--- config.mk ---
export PLATFORM = sky130hd
export DESIGN_NAME = vpic_top
export DESIGN_NICKNAME = d
export VERILOG_FILES = /design/src/rtl/vpic_pkg.sv /design/src/rtl/vpic_prio_pick.sv /design/src/rtl/vpic_src_cond.sv /design/src/rtl/vpic_top.sv
export SDC_FILE = /design/constraint.sdc
export NUM_CORES = 1
export LEC_CHECK = 0
export ABC_AREA = 1
export BUFFER_PORTS_ARGS = -buffer_cell sky130_fd_sc_hd__buf_4
export CORE_MARGIN = 1
export CORE_UTILIZATION = 45
export CTS_CLUSTER_SIZE = 10
export DETAILED_ROUTE_END_ITERATION = 6
export PLACE_DENSITY_LB_ADDON = 0.15
export SLEW_MARGIN = 40
export SYNTH_ARGS = -nofsm -noshare
export SYNTH_HDL_FRONTEND = slang
export SYNTH_SLANG_ARGS = --single-unit
export TNS_END_PERCENT = 5
--- constraint.sdc ---
create_clock -name clk -period 30.4 [get_ports clk]
set_input_delay 6.08 -clock clk [delete_from_list [all_inputs] [get_ports clk]]
set_output_delay 6.08 -clock clk [all_outputs]
set_load 0.02 [all_outputs]
--- src/rtl/vpic_pkg.sv ---
package vpic_pkg;
    localparam int unsigned DATA_W    = 32;
    localparam int unsigned PRIO_W    = 4;
    localparam int unsigned VEC_W     = 8;
    localparam int unsigned BIT_MASK  = 31;
    localparam int unsigned BIT_ACT   = 30;
    localparam int unsigned BIT_POL   = 23;
    localparam int unsigned BIT_SENSE = 22;
    localparam int unsigned PRIO_LSB  = 16;
    localparam int unsigned VEC_LSB   = 0;
    localparam int unsigned BIT_RST   = 31;
    localparam int unsigned OFS_GCR   = 0;
    localparam int unsigned OFS_CTP   = 1;
    localparam int unsigned OFS_ACK   = 2;
    localparam int unsigned OFS_EOI   = 3;

    function automatic logic [DATA_W-1:0] pack_src(
        input logic              mask,
        input logic              act,
        input logic              pol,
        input logic              sense,
        input logic [PRIO_W-1:0] prio,
        input logic [VEC_W-1:0]  vec
    );
        logic [DATA_W-1:0] w;
        w = '0;
        w[BIT_MASK]              = mask;
        w[BIT_ACT]               = act;
        w[BIT_POL]               = pol;
        w[BIT_SENSE]             = sense;
        w[PRIO_LSB +: PRIO_W]    = prio;
        w[VEC_LSB +: VEC_W]      = vec;
        return w;
    endfunction
endpackage

--- src/rtl/vpic_prio_pick.sv ---
module vpic_prio_pick #(
    parameter int unsigned N  = 20,
    parameter int unsigned PW = 4,
    parameter int unsigned IW = (N > 1) ? $clog2(N) : 1
) (
    input  logic [N-1:0]         req_i,
    input  logic [N-1:0][PW-1:0] prio_i,
    output logic                 any_o,
    output logic [IW-1:0]        idx_o,
    output logic [PW-1:0]        prio_o
);
    // Strict comparison keeps the lowest index among equal priorities.
    always_comb begin
        any_o  = 1'b0;
        idx_o  = '0;
        prio_o = '0;
        for (int i = 0; i < int'(N); i++) begin
            if (req_i[i] && (!any_o || (prio_i[i] > prio_o))) begin
                any_o  = 1'b1;
                idx_o  = IW'(i);
                prio_o = prio_i[i];
            end
        end
    end
endmodule

--- src/rtl/vpic_src_cond.sv ---
module vpic_src_cond (
    input  logic clk,
    input  logic rst_n,
    input  logic clr_i,
    input  logic raw_i,
    input  logic pol_i,
    output logic act_o,
    output logic rise_o
);
    typedef struct packed {
        logic smp;
        logic prev;
    } cond_t;

    cond_t c_d, c_q;

    always_comb begin
        act_o  = pol_i ? c_q.smp : ~c_q.smp;
        rise_o = act_o & ~c_q.prev;
        c_d.smp  = raw_i;
        c_d.prev = act_o;
        if (clr_i) c_d = '0;
    end

    always_ff @(posedge clk or negedge rst_n) begin
        if (!rst_n) c_q <= '0;
        else        c_q <= c_d;
    end
endmodule

--- src/rtl/vpic_top.sv ---
module vpic_top
    import vpic_pkg::*;
#(
    parameter int unsigned N_SRC  = 20,
    parameter int unsigned ADDR_W = 6
) (
    input  logic               clk,
    input  logic               rst_n,
    input  logic [N_SRC-1:0]   irq_src,
    input  logic [ADDR_W-1:0]  bus_addr,
    input  logic               bus_wr,
    input  logic               bus_rd,
    input  logic [DATA_W-1:0]  bus_wdata,
    output logic [DATA_W-1:0]  bus_rdata,
    output logic               irq_out
);
    localparam int unsigned IW       = (N_SRC > 1) ? $clog2(N_SRC) : 1;
    localparam int unsigned SRC_BASE = 1 << (ADDR_W - 1);

    typedef struct packed {
        logic [N_SRC-1:0]             mask;
        logic [N_SRC-1:0]             pol;
        logic [N_SRC-1:0]             sense;
        logic [N_SRC-1:0]             pend;
        logic [N_SRC-1:0]             insvc;
        logic [N_SRC-1:0][PRIO_W-1:0] prio;
        logic [N_SRC-1:0][VEC_W-1:0]  vec;
        logic [PRIO_W-1:0]            ctp;
        logic                         rst_pend;
        logic                         irq;
    } st_t;

    st_t s_d, s_q, s_rst;

    logic [N_SRC-1:0]  act, rise, pend_eff, activity, req;
    logic              win_any, isv_any, qualify;
    logic [IW-1:0]     win_idx, isv_idx, src_sel;
    logic [PRIO_W-1:0] win_prio, isv_prio;
    logic [VEC_W-1:0]  win_vec;
    logic [ADDR_W-1:0] src_off;
    logic              gcr_hit, ctp_hit, ack_hit, eoi_hit, src_hit;
    logic              ack_take, eoi_take;

    // Per-source input conditioning
    for (genvar g = 0; g < int'(N_SRC); g++) begin : g_src
        vpic_src_cond u_cond (
            .clk    (clk),
            .rst_n  (rst_n),
            .clr_i  (s_q.rst_pend),
            .raw_i  (irq_src[g]),
            .pol_i  (s_q.pol[g]),
            .act_o  (act[g]),
            .rise_o (rise[g])
        );
    end

    always_comb begin
        pend_eff = (s_q.sense & act) | (~s_q.sense & s_q.pend);
        activity = pend_eff | s_q.insvc;
        req      = pend_eff & ~s_q.mask & ~s_q.insvc;
    end

    vpic_prio_pick #(.N(N_SRC), .PW(PRIO_W), .IW(IW)) u_win (
        .req_i (req),
        .prio_i(s_q.prio),
        .any_o (win_any),
        .idx_o (win_idx),
        .prio_o(win_prio)
    );

    vpic_prio_pick #(.N(N_SRC), .PW(PRIO_W), .IW(IW)) u_isv (
        .req_i (s_q.insvc),
        .prio_i(s_q.prio),
        .any_o (isv_any),
        .idx_o (isv_idx),
        .prio_o(isv_prio)
    );

    // Address decode
    always_comb begin
        gcr_hit = (bus_addr == ADDR_W'(OFS_GCR));
        ctp_hit = (bus_addr == ADDR_W'(OFS_CTP));
        ack_hit = (bus_addr == ADDR_W'(OFS_ACK));
        eoi_hit = (bus_addr == ADDR_W'(OFS_EOI));
        src_off = bus_addr - ADDR_W'(SRC_BASE);
        src_hit = bus_addr[ADDR_W-1] && (src_off < ADDR_W'(N_SRC));
        src_sel = src_off[IW-1:0];
    end

    always_comb begin
        qualify  = win_any && (win_prio > s_q.ctp) && (win_prio > isv_prio);
        ack_take = bus_rd && ack_hit && qualify;
        eoi_take = bus_wr && eoi_hit && isv_any;
        win_vec  = '0;
        for (int i = 0; i < int'(N_SRC); i++) begin
            if (win_idx == IW'(i)) win_vec = s_q.vec[i];
        end
    end

    // Read mux
    always_comb begin
        bus_rdata = '0;
        if (gcr_hit) begin
            bus_rdata[BIT_RST] = s_q.rst_pend;
        end else if (ctp_hit) begin
            bus_rdata[PRIO_W-1:0] = s_q.ctp;
        end else if (ack_hit) begin
            bus_rdata[VEC_W-1:0] = qualify ? win_vec : '1;
        end else if (src_hit) begin
            for (int i = 0; i < int'(N_SRC); i++) begin
                if (src_sel == IW'(i)) begin
                    bus_rdata = pack_src(s_q.mask[i], activity[i], s_q.pol[i],
                                         s_q.sense[i], s_q.prio[i], s_q.vec[i]);
                end
            end
        end
    end

    always_comb begin
        s_rst      = '0;
        s_rst.mask = '1;
        s_rst.pol  = '1;
        s_rst.ctp  = '1;
    end

    // Next-state
    always_comb begin
        s_d     = s_q;
        s_d.irq = qualify && !(bus_rd && ack_hit);
        for (int i = 0; i < int'(N_SRC); i++) begin
            if (bus_wr && src_hit && (src_sel == IW'(i))) begin
                s_d.mask[i] = bus_wdata[BIT_MASK];
                if (!activity[i]) begin
                    s_d.pol[i]   = bus_wdata[BIT_POL];
                    s_d.sense[i] = bus_wdata[BIT_SENSE];
                    s_d.prio[i]  = bus_wdata[PRIO_LSB +: PRIO_W];
                    s_d.vec[i]   = bus_wdata[VEC_LSB +: VEC_W];
                end
            end
            if (s_q.sense[i]) begin
                s_d.pend[i] = 1'b0;
            end else begin
                if (ack_take && (win_idx == IW'(i))) s_d.pend[i] = 1'b0;
                if (rise[i])                         s_d.pend[i] = 1'b1;
            end
            if (ack_take && (win_idx == IW'(i))) s_d.insvc[i] = 1'b1;
            if (eoi_take && (isv_idx == IW'(i))) s_d.insvc[i] = 1'b0;
        end
        if (bus_wr && ctp_hit) s_d.ctp = bus_wdata[PRIO_W-1:0];
        if (bus_wr && gcr_hit && bus_wdata[BIT_RST]) s_d.rst_pend = 1'b1;
        if (s_q.rst_pend) s_d = s_rst;
    end

    always_ff @(posedge clk or negedge rst_n) begin
        if (!rst_n) s_q <= s_rst;
        else        s_q <= s_d;
    end

    assign irq_out = s_q.irq;

    // line is low right after any acknowledge read
    p_irq_drop_after_ack_r8: assert property (@(posedge clk) disable iff (!rst_n)
        (bus_rd && ack_hit) |=> !irq_out)
        else $error("p_irq_drop_after_ack_r8");

    // a qualifying acknowledge adds exactly one in-service source
    p_ack_adds_insvc_r8: assert property (@(posedge clk) disable iff (!rst_n)
        (ack_take && !s_q.rst_pend) |=>
            ($countones(s_q.insvc) == $countones($past(s_q.insvc)) + 1))
        else $error("p_ack_adds_insvc_r8");

    // end-of-interrupt retires exactly one in-service source
    p_eoi_drops_one_r9: assert property (@(posedge clk) disable iff (!rst_n)
        (eoi_take && !s_q.rst_pend) |=>
            ($countones(s_q.insvc) + 1 == $countones($past(s_q.insvc))))
        else $error("p_eoi_drops_one_r9");

    // a full threshold keeps the line low
    p_full_ctp_blocks_r5: assert property (@(posedge clk) disable iff (!rst_n)
        (s_q.ctp == '1) |=> !irq_out)
        else $error("p_full_ctp_blocks_r5");

    // soft reset bit clears itself after one cycle
    p_rst_selfclear_r11: assert property (@(posedge clk) disable iff (!rst_n)
        s_q.rst_pend |=> !s_q.rst_pend)
        else $error("p_rst_selfclear_r11");
endmodule

# After elaboration in Yosys (flattened, before gate mapping)
# Index checks and enable logic that the tools add are counted.
# word_totals
reg_bits	386
output_inout_bits	33
elab_cells	1135
# op_classes
n_addsub	1
n_lt_le_gt_ge	41
n_eq_ne	80
mux	489
bitwise_logic	69
reduce_logical	272
# ops
cell	count
32-bit 2-to-1 mux	21
8-bit 2-to-1 mux	62
4-bit 2-to-1 mux	98
346-bit 2-to-1 mux	1
1-bit 2-to-1 mux	264
4-bit greater-than comparator	40
5-bit by 4-bit == test with 1-bit output, second input constant	24
1-bit logical AND	110
20-bit AND	4
4-bit nonzero test	20
5-bit by 3-bit == test with 1-bit output, second input constant	12
5-bit == test, second input constant	12
20-bit NOT	3
3-bit nonzero test	20
2-bit 2-to-1 mux	24
2-bit nonzero test	21
5-bit 2-to-1 mux	8
2-bit inequality test, second input constant	20
1-bit NOT	40
20-bit bitwise OR	2
2-bit AND reduction	20
1-bit zero test	39
1-bit logical OR	38
31-bit 2-to-1 mux	1
other kinds (12)	48

# Logic depth before layout (Yosys ltp)
# Gate-level depths: netlist of run 1.
# depth
depth_word	108
ltp_mapped	221

# Modules after synthesis
# From an unflattened synthesis of run 1, not the netlist that was laid out.
# hier_totals
hier_cells	3992
area_unflattened_um2	27084.7
# by_module_without_submodules
mod	instances	cells_each	area_each_um2
vpic_top	1	2462	18096.1
vpic_prio_pick at u_isv	1	662	3668.5
vpic_prio_pick at u_win	1	628	3518.4
vpic_src_cond	20	12	90.1

# Worst setup path before layout of run 1
# Ideal clock, no wire load.
# synth_timing
path_type	register -> output
startpoint	register s_q[306] (netlist bit)
endpoint	output bus_rdata[0]
arrival_time_ns	22.118
required_time_ns	24.320
setup_slack_ns	2.202
path_stages_with_launch	212
path_buffers	11
path_cell_list	dfstp_2 nand2_1 nand3_1 nand3_2 nor2_1 inv_1 ha_1 nand2_1 inv_1 nand2_1 nand2_1 nand2_1 nand2_1 nand2_2 o21ai_0 ha_1 inv_1 nor2_1 (+176 left out) nand2_1 inv_1 buf_6 o21ai_0 ha_1 inv_1 nor2_1 nor2_1 nor2_1 a211oi_1 a211oi_1 o221ai_1 nor2_1 inv_1 a21oi_1 nand4_1 nand2_1 a21oi_1
# synth_via
elab_chain_cells	107
elab_cells_between_ends	188
cone_classes	order compare (21); eq/ne (19); mux (84); bitwise (4); reduce/logical (60)
# synth_lines
item	line_no	source
start, declared	vpic_top.sv:33	st_t s_d, s_q, s_rst;
start signal, assigned	vpic_top.sv:155	if (!rst_n) s_q <= s_rst;
1-bit 2-to-1 mux (*)	vpic_src_cond.sv:18	act_o = pol_i ? c_q.smp : ~c_q.smp;
20-bit AND (*)	vpic_top.sv:58	pend_eff = (s_q.sense & act) | (~s_q.sense & s_q.pend);
20-bit bitwise OR (*)	vpic_top.sv:58	
20-bit AND (*) (2 in a row)	vpic_top.sv:60	req = pend_eff & ~s_q.mask & ~s_q.insvc;
4-bit 2-to-1 mux / 1-bit 2-to-1 mux (equally long branches)	vpic_prio_pick.sv:18	if (req_i[i] && (!any_o || (prio_i[i] > prio_o))) begin
4-bit greater-than comparator / 1-bit zero test (equally long branches)	vpic_prio_pick.sv:18	
1-bit logical OR	vpic_prio_pick.sv:18	
1-bit logical AND	vpic_prio_pick.sv:18	
(+71 left out)	-	
1-bit logical AND	vpic_prio_pick.sv:18	
5-bit 2-to-1 mux	vpic_prio_pick.sv:18	
5-bit zero test	vpic_top.sv:96	if (win_idx == IW'(i)) win_vec = s_q.vec[i];
8-bit 2-to-1 mux (20 in a row)	vpic_top.sv:96	
8-bit 2-to-1 mux (*)	vpic_top.sv:108	bus_rdata[VEC_W-1:0] = qualify ? win_vec : '1;
8-bit 2-to-1 mux (*)	vpic_top.sv:107	end else if (ack_hit) begin
4-bit 2-to-1 mux (*)	vpic_top.sv:105	end else if (ctp_hit) begin
31-bit 2-to-1 mux (*)	vpic_top.sv:103	if (gcr_hit) begin
end, declared	vpic_top.sv:14	output logic [DATA_W-1:0] bus_rdata,
# Every way passes the cells marked *; elsewhere a longest branch is shown, timed or not.

# Worst setup path after layout of run 1
# layout_timing
startpoint	register s_q[246] (netlist bit)
endpoint	output bus_rdata[7]
# layout_via
elab_chain_cells	104
elab_cells_between_ends	300
cone_classes	order compare (40); eq/ne (19); mux (122); bitwise (2); reduce/logical (117)
# layout_lines
item	line_no
20-bit NOT	vpic_top.sv:60
20-bit AND	vpic_top.sv:60
4-bit 2-to-1 mux / 1-bit 2-to-1 mux (equally long branches)	vpic_prio_pick.sv:18
4-bit greater-than comparator / 1-bit zero test (equally long branches)	vpic_prio_pick.sv:18
1-bit logical OR	vpic_prio_pick.sv:18
1-bit logical AND	vpic_prio_pick.sv:18
4-bit 2-to-1 mux / 1-bit 2-to-1 mux (equally long branches)	vpic_prio_pick.sv:18
4-bit greater-than comparator / 1-bit zero test (equally long branches)	vpic_prio_pick.sv:18
(+69 left out)	-
1-bit logical AND	vpic_prio_pick.sv:18
5-bit 2-to-1 mux	vpic_prio_pick.sv:18
5-bit zero test	vpic_top.sv:96
8-bit 2-to-1 mux (20 in a row)	vpic_top.sv:96
8-bit 2-to-1 mux (*)	vpic_top.sv:108
8-bit 2-to-1 mux (*)	vpic_top.sv:107
28-bit 2-to-1 mux (*)	vpic_top.sv:105
31-bit 2-to-1 mux (*)	vpic_top.sv:103
# Marks and branches as above.

==> impl_metrics.csv, run 1 <==
group,metric,value,unit
placement,io_buffers,61,
setup_path,crit_path_start,"s_q[246]$_DFFE_PN0P_",
global_routing,grt_pass1_vias,24889,
setup_path,path_max_fanout,8,
timing,post-route-period-util,0.983,
global_routing,grt_max_degree,101,
layout,syn2layout_area_growth,25.6,%
setup_path,regToRegStartpoint,"s_q[246]$_DFFE_PN0P_",
die,core,55400,um^2
setup_path,slowest_stage,"dfrtp_2",
placement,dp_hpwl,69.7,mm
logic_synthesis,yosysWarnings,0,
global_routing,grt_pass1_wl,144,mm
global_routing,grt_overflow,0,
die,placementRows,86,
placement,place_congestion,0.954,
route,wl,95.6,mm
layout,n_fill_cell,5160,
route,first_iter_violations,2463,
logic_synthesis,syn_area,25300,um^2
logic_synthesis,synthCells,3491,
clocking,htree_levels,2,
clocking,cts-root-buf,"clkbuf_16",
clocking,clk_latency,0.59,ns
clocking,cts_sinks,386,
die,initial_utilization,0.457,
route,vias,26451,
layout,mostFrequentLayoutCell,"nand2_1",
setup_path,crit_top_cell,"nand2_1",
timing,maxSlewViolCount,0,
clocking,hold_buffers,0,
layout,multiInputGateArea,14800,um^2
layout,final_cell_mix,"nand2_1 (870), o21ai_0 (454), buf_4 (440)",
setup_path,max_stage_delay,0.48,ns
logic_synthesis,ys_ff_latch,386,
global_routing,grt_usage,0.329,
layout,fin_cells,4662,
layout,fin_nets,4089,
global_routing,antenna_found_initial,0,
clocking,cts_made_buffers,46,
route,firstDrtPassIters,6,
route,drc,0,
placement,place_inst,4509,
logic_synthesis,ys_seq_area_frac,0.383,
run,maxCapViolCount,0,
min_path,min_path_type,"flip-flop to flip-flop",
logic_synthesis,synth_cell_types,63,
clocking,clockBufferDepth,3,
die,dieWidth,239,um
timing,final-hold-violation-count,0,
layout,drive_above_1_share,0.234,
status,status,"completed",
route,viasPerCell,5.67,
timing,rsz0062_at_grt,"true",
logic_synthesis,synth-async-reset-ratio,1.00,
timing,skew,0.0279,ns
die,die_y,239,um
logic_synthesis,syn_area_per_cell,7.26,um^2
timing,worstMarginPinSlew,0.922,ns
setup_path,cp.required,24.32,ns
timing,final-setup-viol-count,0,
logic_synthesis,synth_edf_count,0,
die,ioPinCount,95,
setup_path,arrival,23.81,ns
route,antenna_left,0,
setup_path,path_class,"flip-flop to output pin",
timing,fmax,0.0335,GHz
timing,maxSlewHeadroom,0.380,
timing,period_minus_slack,29.89,ns
setup_path,startpoint_type,"flip-flop",
route,wire_per_inst,20.5,um
clocking,clkTransAtPathRegs,0.05,ns
clocking,tritoncts,"built",
layout,register_area,9720,um^2
min_path,hold_path.startpoint,"s_q[289]$_DFFE_PN0P_",
logic_synthesis,ys.flop_type,"dfrtp_1",
die,die-area,57300,um^2
setup_path,end_kind,"output pin",
## per-layer routing
layer,track usage,vias to the layer above,wire length (um)
li1,-,12433,-
met4,0.120,0,3510
met5,0,-,0
met3,0.0561,168,8090
met1,0.467,12739,41700
met2,0.502,1111,42300
## sequential cells by signal, summed over array words and instances (netlist names)
signal	flops
g_src.u_cond.c_q	40
irq_out	1
s_q	345
## worst paths after layout
path / cells past startpoint / slack (ns) / to
max: 202 / 0.51 / bus_rdata[7]
min reg2reg: 2 / 0.48 / s_q[289]$_DFFE_PN0P_
max in group asynchronous: 3 / 23.61 / s_q[246]$_DFFE_PN0P_
max reg2reg: 196 / 6.05 / s_q[263]$_DFFE_PN0P_
min: 2 / 0.48 / s_q[289]$_DFFE_PN0P_
min in group asynchronous: 1 / 5.41 / s_q[152]$_DFFE_PN0P_
## cell usage after synthesis (6+ instances only)
cell type	number	area, um^2
nor2_4	7	78.8
inv_2	21	78.8
nor3_1	7	35.0
dfstp_2	44	1160
ha_1	149	1860
nand3_1	117	586
o21bai_1	32	240
o21ai_1	17	85.1
nor2_2	8	50.1
clkbuf_1	103	387
dfrtp_1	342	8560
nand2_2	41	257
nand2_4	6	67.6
o221a_2	11	124
o31ai_1	7	52.6
a21oi_1	132	661
xor2_1	16	140
clkinv_1	10	37.5
nor2_1	267	1000
o221ai_1	17	149
o21ai_0	571	2860
a221oi_1	35	307
nand4_1	77	482
o41ai_1	10	87.6
buf_6	13	146
o22ai_1	10	62.6
o211ai_1	23	173
inv_1	356	1340
buf_4	18	135
nand2_1	956	3590
## cells by family after synthesis
family / share of synthesized area
simple gates: 0.251
buf+inv: 0.0848
mux: 0.000444
fa+ha+maj: 0.0735
other cells: 0.000148
xor+xnor: 0.00617
compound gates: 0.201
flops: 0.383
## critical path: cells and delay by family (launching register included)
kind            cells  cell delay [ns]
compound gates     46             5.46
fa+ha+maj          19             5.47
buf+inv            29             2.27
flops               1             0.48
simple gates      108             9.52
## per-stage QoR
stage / instance area, um^2 / setup WS (ns) / TNS [ns] / hold WS (ns) / utilization
after floorplan: 25400 / 2.20 / 0 / 0.453 / -
after global placement: 28600 / 0.141 / 0 / 0.467 / 0.517
after detailed placement: 28700 / -0.722 / -4.90 / 0.473 / 0.519
after CTS: 30300 / -0.0425 / -0.155 / 0.487 / 0.546
after global routing: 31800 / -1.24 / -9.38 / 0.503 / 0.575
final: 31800 / 0.509 / 0 / 0.484 / 0.575
## final cells by class
| type | count | share of cell area |
|---|---|---|
| Clock inverter | 3 | 0.000825 |
| Tap cell | 748 | 0.0294 |
| Clock buffer | 80 | 0.0411 |
| Inverter | 388 | 0.0462 |
| Timing Repair inverter | 1 | 0.000157 |
| Antenna cell | 1 | 0.0000786 |
| Sequential cell | 386 | 0.305 |
| Multi-Input combinational cell | 2600 | 0.466 |
| Timing Repair Buffer | 455 | 0.111 |
## timing repair
item / CTS / global route
setup buffers: 8 / 52
gates cloned: 1 / 8
pin swaps: 18 / 219
endpoints found under the setup margin: 8 / 8
resized for setup: 99 / 315
Power of run 1 is left out: the tool's default activity adds up to more than one toggle a clock period on the data nets, which glitch-free logic cannot reach.
==> run 2, diff against run 1 <==
==> constraint.sdc (replaced) <==
create_clock -name clk -period 30.4 [get_ports clk]
set_input_delay 1.52 -clock clk [delete_from_list [all_inputs] [get_ports clk]]
set_output_delay 1.52 -clock clk [all_outputs]
set_load 0.02 [all_outputs]
==> run 2 against run 1 <==
Worst hold slack hardly changed. First-iteration DRC count is 8.9% higher. Highest routed layer is now met5. Cell area is 11% lower. Setup slack better by 2.1 ns.
==> impl_metrics.csv, run 2 (same netlist as run 1, synthesis figures left out) <==
group,metric,value,unit
timing,final-setup-viol-count,0,
layout,fin_nets,3748,
clocking,cts-root-buf,"clkbuf_16",
setup_path,path_max_fanout,13,
setup_path,cp.required,28.88,ns
route,vias,25086,
setup_path,slowest_stage,"dfstp_2",
setup_path,regToRegStartpoint,"s_q[246]$_DFFE_PN0P_",
setup_path,reg2reg_to,"s_q[263]$_DFFE_PN0P_",
global_routing,grt_pass1_wl,139,mm
die,die-area,57300,um^2
min_path,min_path_type,"flip-flop to flip-flop",
die,ioPinCount,95,
clocking,cts_sinks,386,
layout,largest_register_ffs,345,
placement,place_congestion,0.935,
layout,top_register,"s_q",
layout,drive_above_1_share,0.106,
timing,period_minus_slack,27.79,ns
placement,dp_slack,1.42,ns
global_routing,grt_overflow,0,
clocking,clockBufferDepth,3,
die,core,55400,um^2
setup_path,reg2reg_depth,178,
min_path,hold-path-cell-count,2,
die,placementRows,86,
global_routing,grt_max_degree,78,
layout,multiInputGateArea,13700,um^2
min_path,hold_path.startpoint,"s_q[49]$_DFFE_PN0P_",
setup_path,crit_top_cell,"nand2_1",
setup_path,max_stage_delay,0.52,ns
timing,fmax,0.0360,GHz
status,status,"completed",
placement,dp_hpwl,66.9,mm
global_routing,antenna_found_initial,2,
route,wire_per_inst,20.9,um
clocking,clkTransAtPathRegs,0.06,ns
setup_path,r2r_setup_slack,3.99,ns
min_path,hold_end,"s_q[49]$_DFFE_PN0P_",
placement,io_buffers,61,
die,initial_utilization,0.457,
timing,maxSlewViolCount,0,
die,die_y,239,um
setup_path,startpoint_type,"flip-flop",
setup_path,end_kind,"output pin",
die,dieWidth,239,um
timing,post-route-period-util,0.914,
route,firstDrtPassIters,6,
clocking,cts_made_buffers,47,
setup_path,path_class,"flip-flop to output pin",
timing,skew,0.0207,ns
global_routing,grt_pass1_vias,23292,
route,antenna_left,0,
global_routing,grt_usage,0.317,
clocking,htree_levels,2,
timing,worstMarginPinSlew,0.940,ns
layout,n_fill_cell,5435,
route,viasPerCell,5.80,
setup_path,arrival,26.27,ns
clocking,tritoncts,"built",
timing,maxSlewHeadroom,0.369,
route,wl,90.1,mm
layout,syn2layout_area_growth,11.6,%
layout,register_area,9720,um^2
timing,final-hold-violation-count,0,
route,drc,0,
layout,final_cell_mix,"nand2_1 (944), o21ai_0 (519), inv_1 (352)",
route,first_iter_violations,2682,
layout,mostFrequentLayoutCell,"nand2_1",
timing,layout_setup_ws,2.61,ns
clocking,clk_latency,0.60,ns
run,maxCapViolCount,0,
## run 2: metal layers
| metal | track usage | share of wire |
|---|---|---|
| met5 | 0 | 0.000055 |
| met4 | 0.0995 | 0.029 |
| met3 | 0.0431 | 0.085 |
| met2 | 0.490 | 0.44 |
| met1 | 0.458 | 0.44 |
## run 2: worst max path at each step
stage                          from      endpoint  slack, ns  depth (start not counted)
6_report       s_q[306]$_DFFE_PN1P_  bus_rdata[6]       2.61                        196
5_1_grt        s_q[306]$_DFFE_PN1P_  bus_rdata[1]      -0.04                        202
4_1_cts        s_q[306]$_DFFE_PN1P_  bus_rdata[6]       0.67                        195
3_5_place_dp   s_q[306]$_DFFE_PN1P_  bus_rdata[6]       1.42                        195
3_3_place_gp   s_q[306]$_DFFE_PN1P_  bus_rdata[6]       2.11                        194
2_1_floorplan  s_q[306]$_DFFE_PN1P_  bus_rdata[0]       6.76                        211
## run 2: worst max-delay path, delay by kind of cell, from the launching register on
kind                     cells  cell delay (ns)
flip-flops                   1             0.52
AND/OR/NAND/NOR            116            11.27
AO/OA/AOI/OAI               41             6.48
adder cells (fa/ha/maj)     19             5.88
buffers and inverters       20             1.42
## run 2: cell type report
type | instances | share of cell area
clock buffer | 80 | 0.0478
inverter | 388 | 0.0518
tap | 748 | 0.0331
sequential | 386 | 0.344
antenna | 1 | 0.0000885
multi-input combinational | 2594 | 0.486
timing repair buffer | 120 | 0.0350
clock inverter | 6 | 0.00257
## run 2: what timing repair did
action                     4_1_cts  5_1_grt
buffers inserted                 0       12
resized for setup                0       89
hold buffers                     0        0
setup endpoints to repair        0       43
## run 2: through the flow
step | area (um^2) | util | cells | hold slack [ns] | setup TNS (ns)
2_1_floorplan | 25400 | - | 3506 | 0.453 | 0
3_3_place_gp | 26500 | 0.478 | 4221 | 0.465 | 0
5_1_grt | 28300 | 0.510 | 4322 | 0.504 | -0.0807
3_5_place_dp | 26600 | 0.480 | 4223 | 0.473 | 0
4_1_cts | 28000 | 0.505 | 4309 | 0.487 | 0
6_report | 28300 | 0.510 | 4323 | 0.484 | 0
Power of run 2 is left out for the same reason.
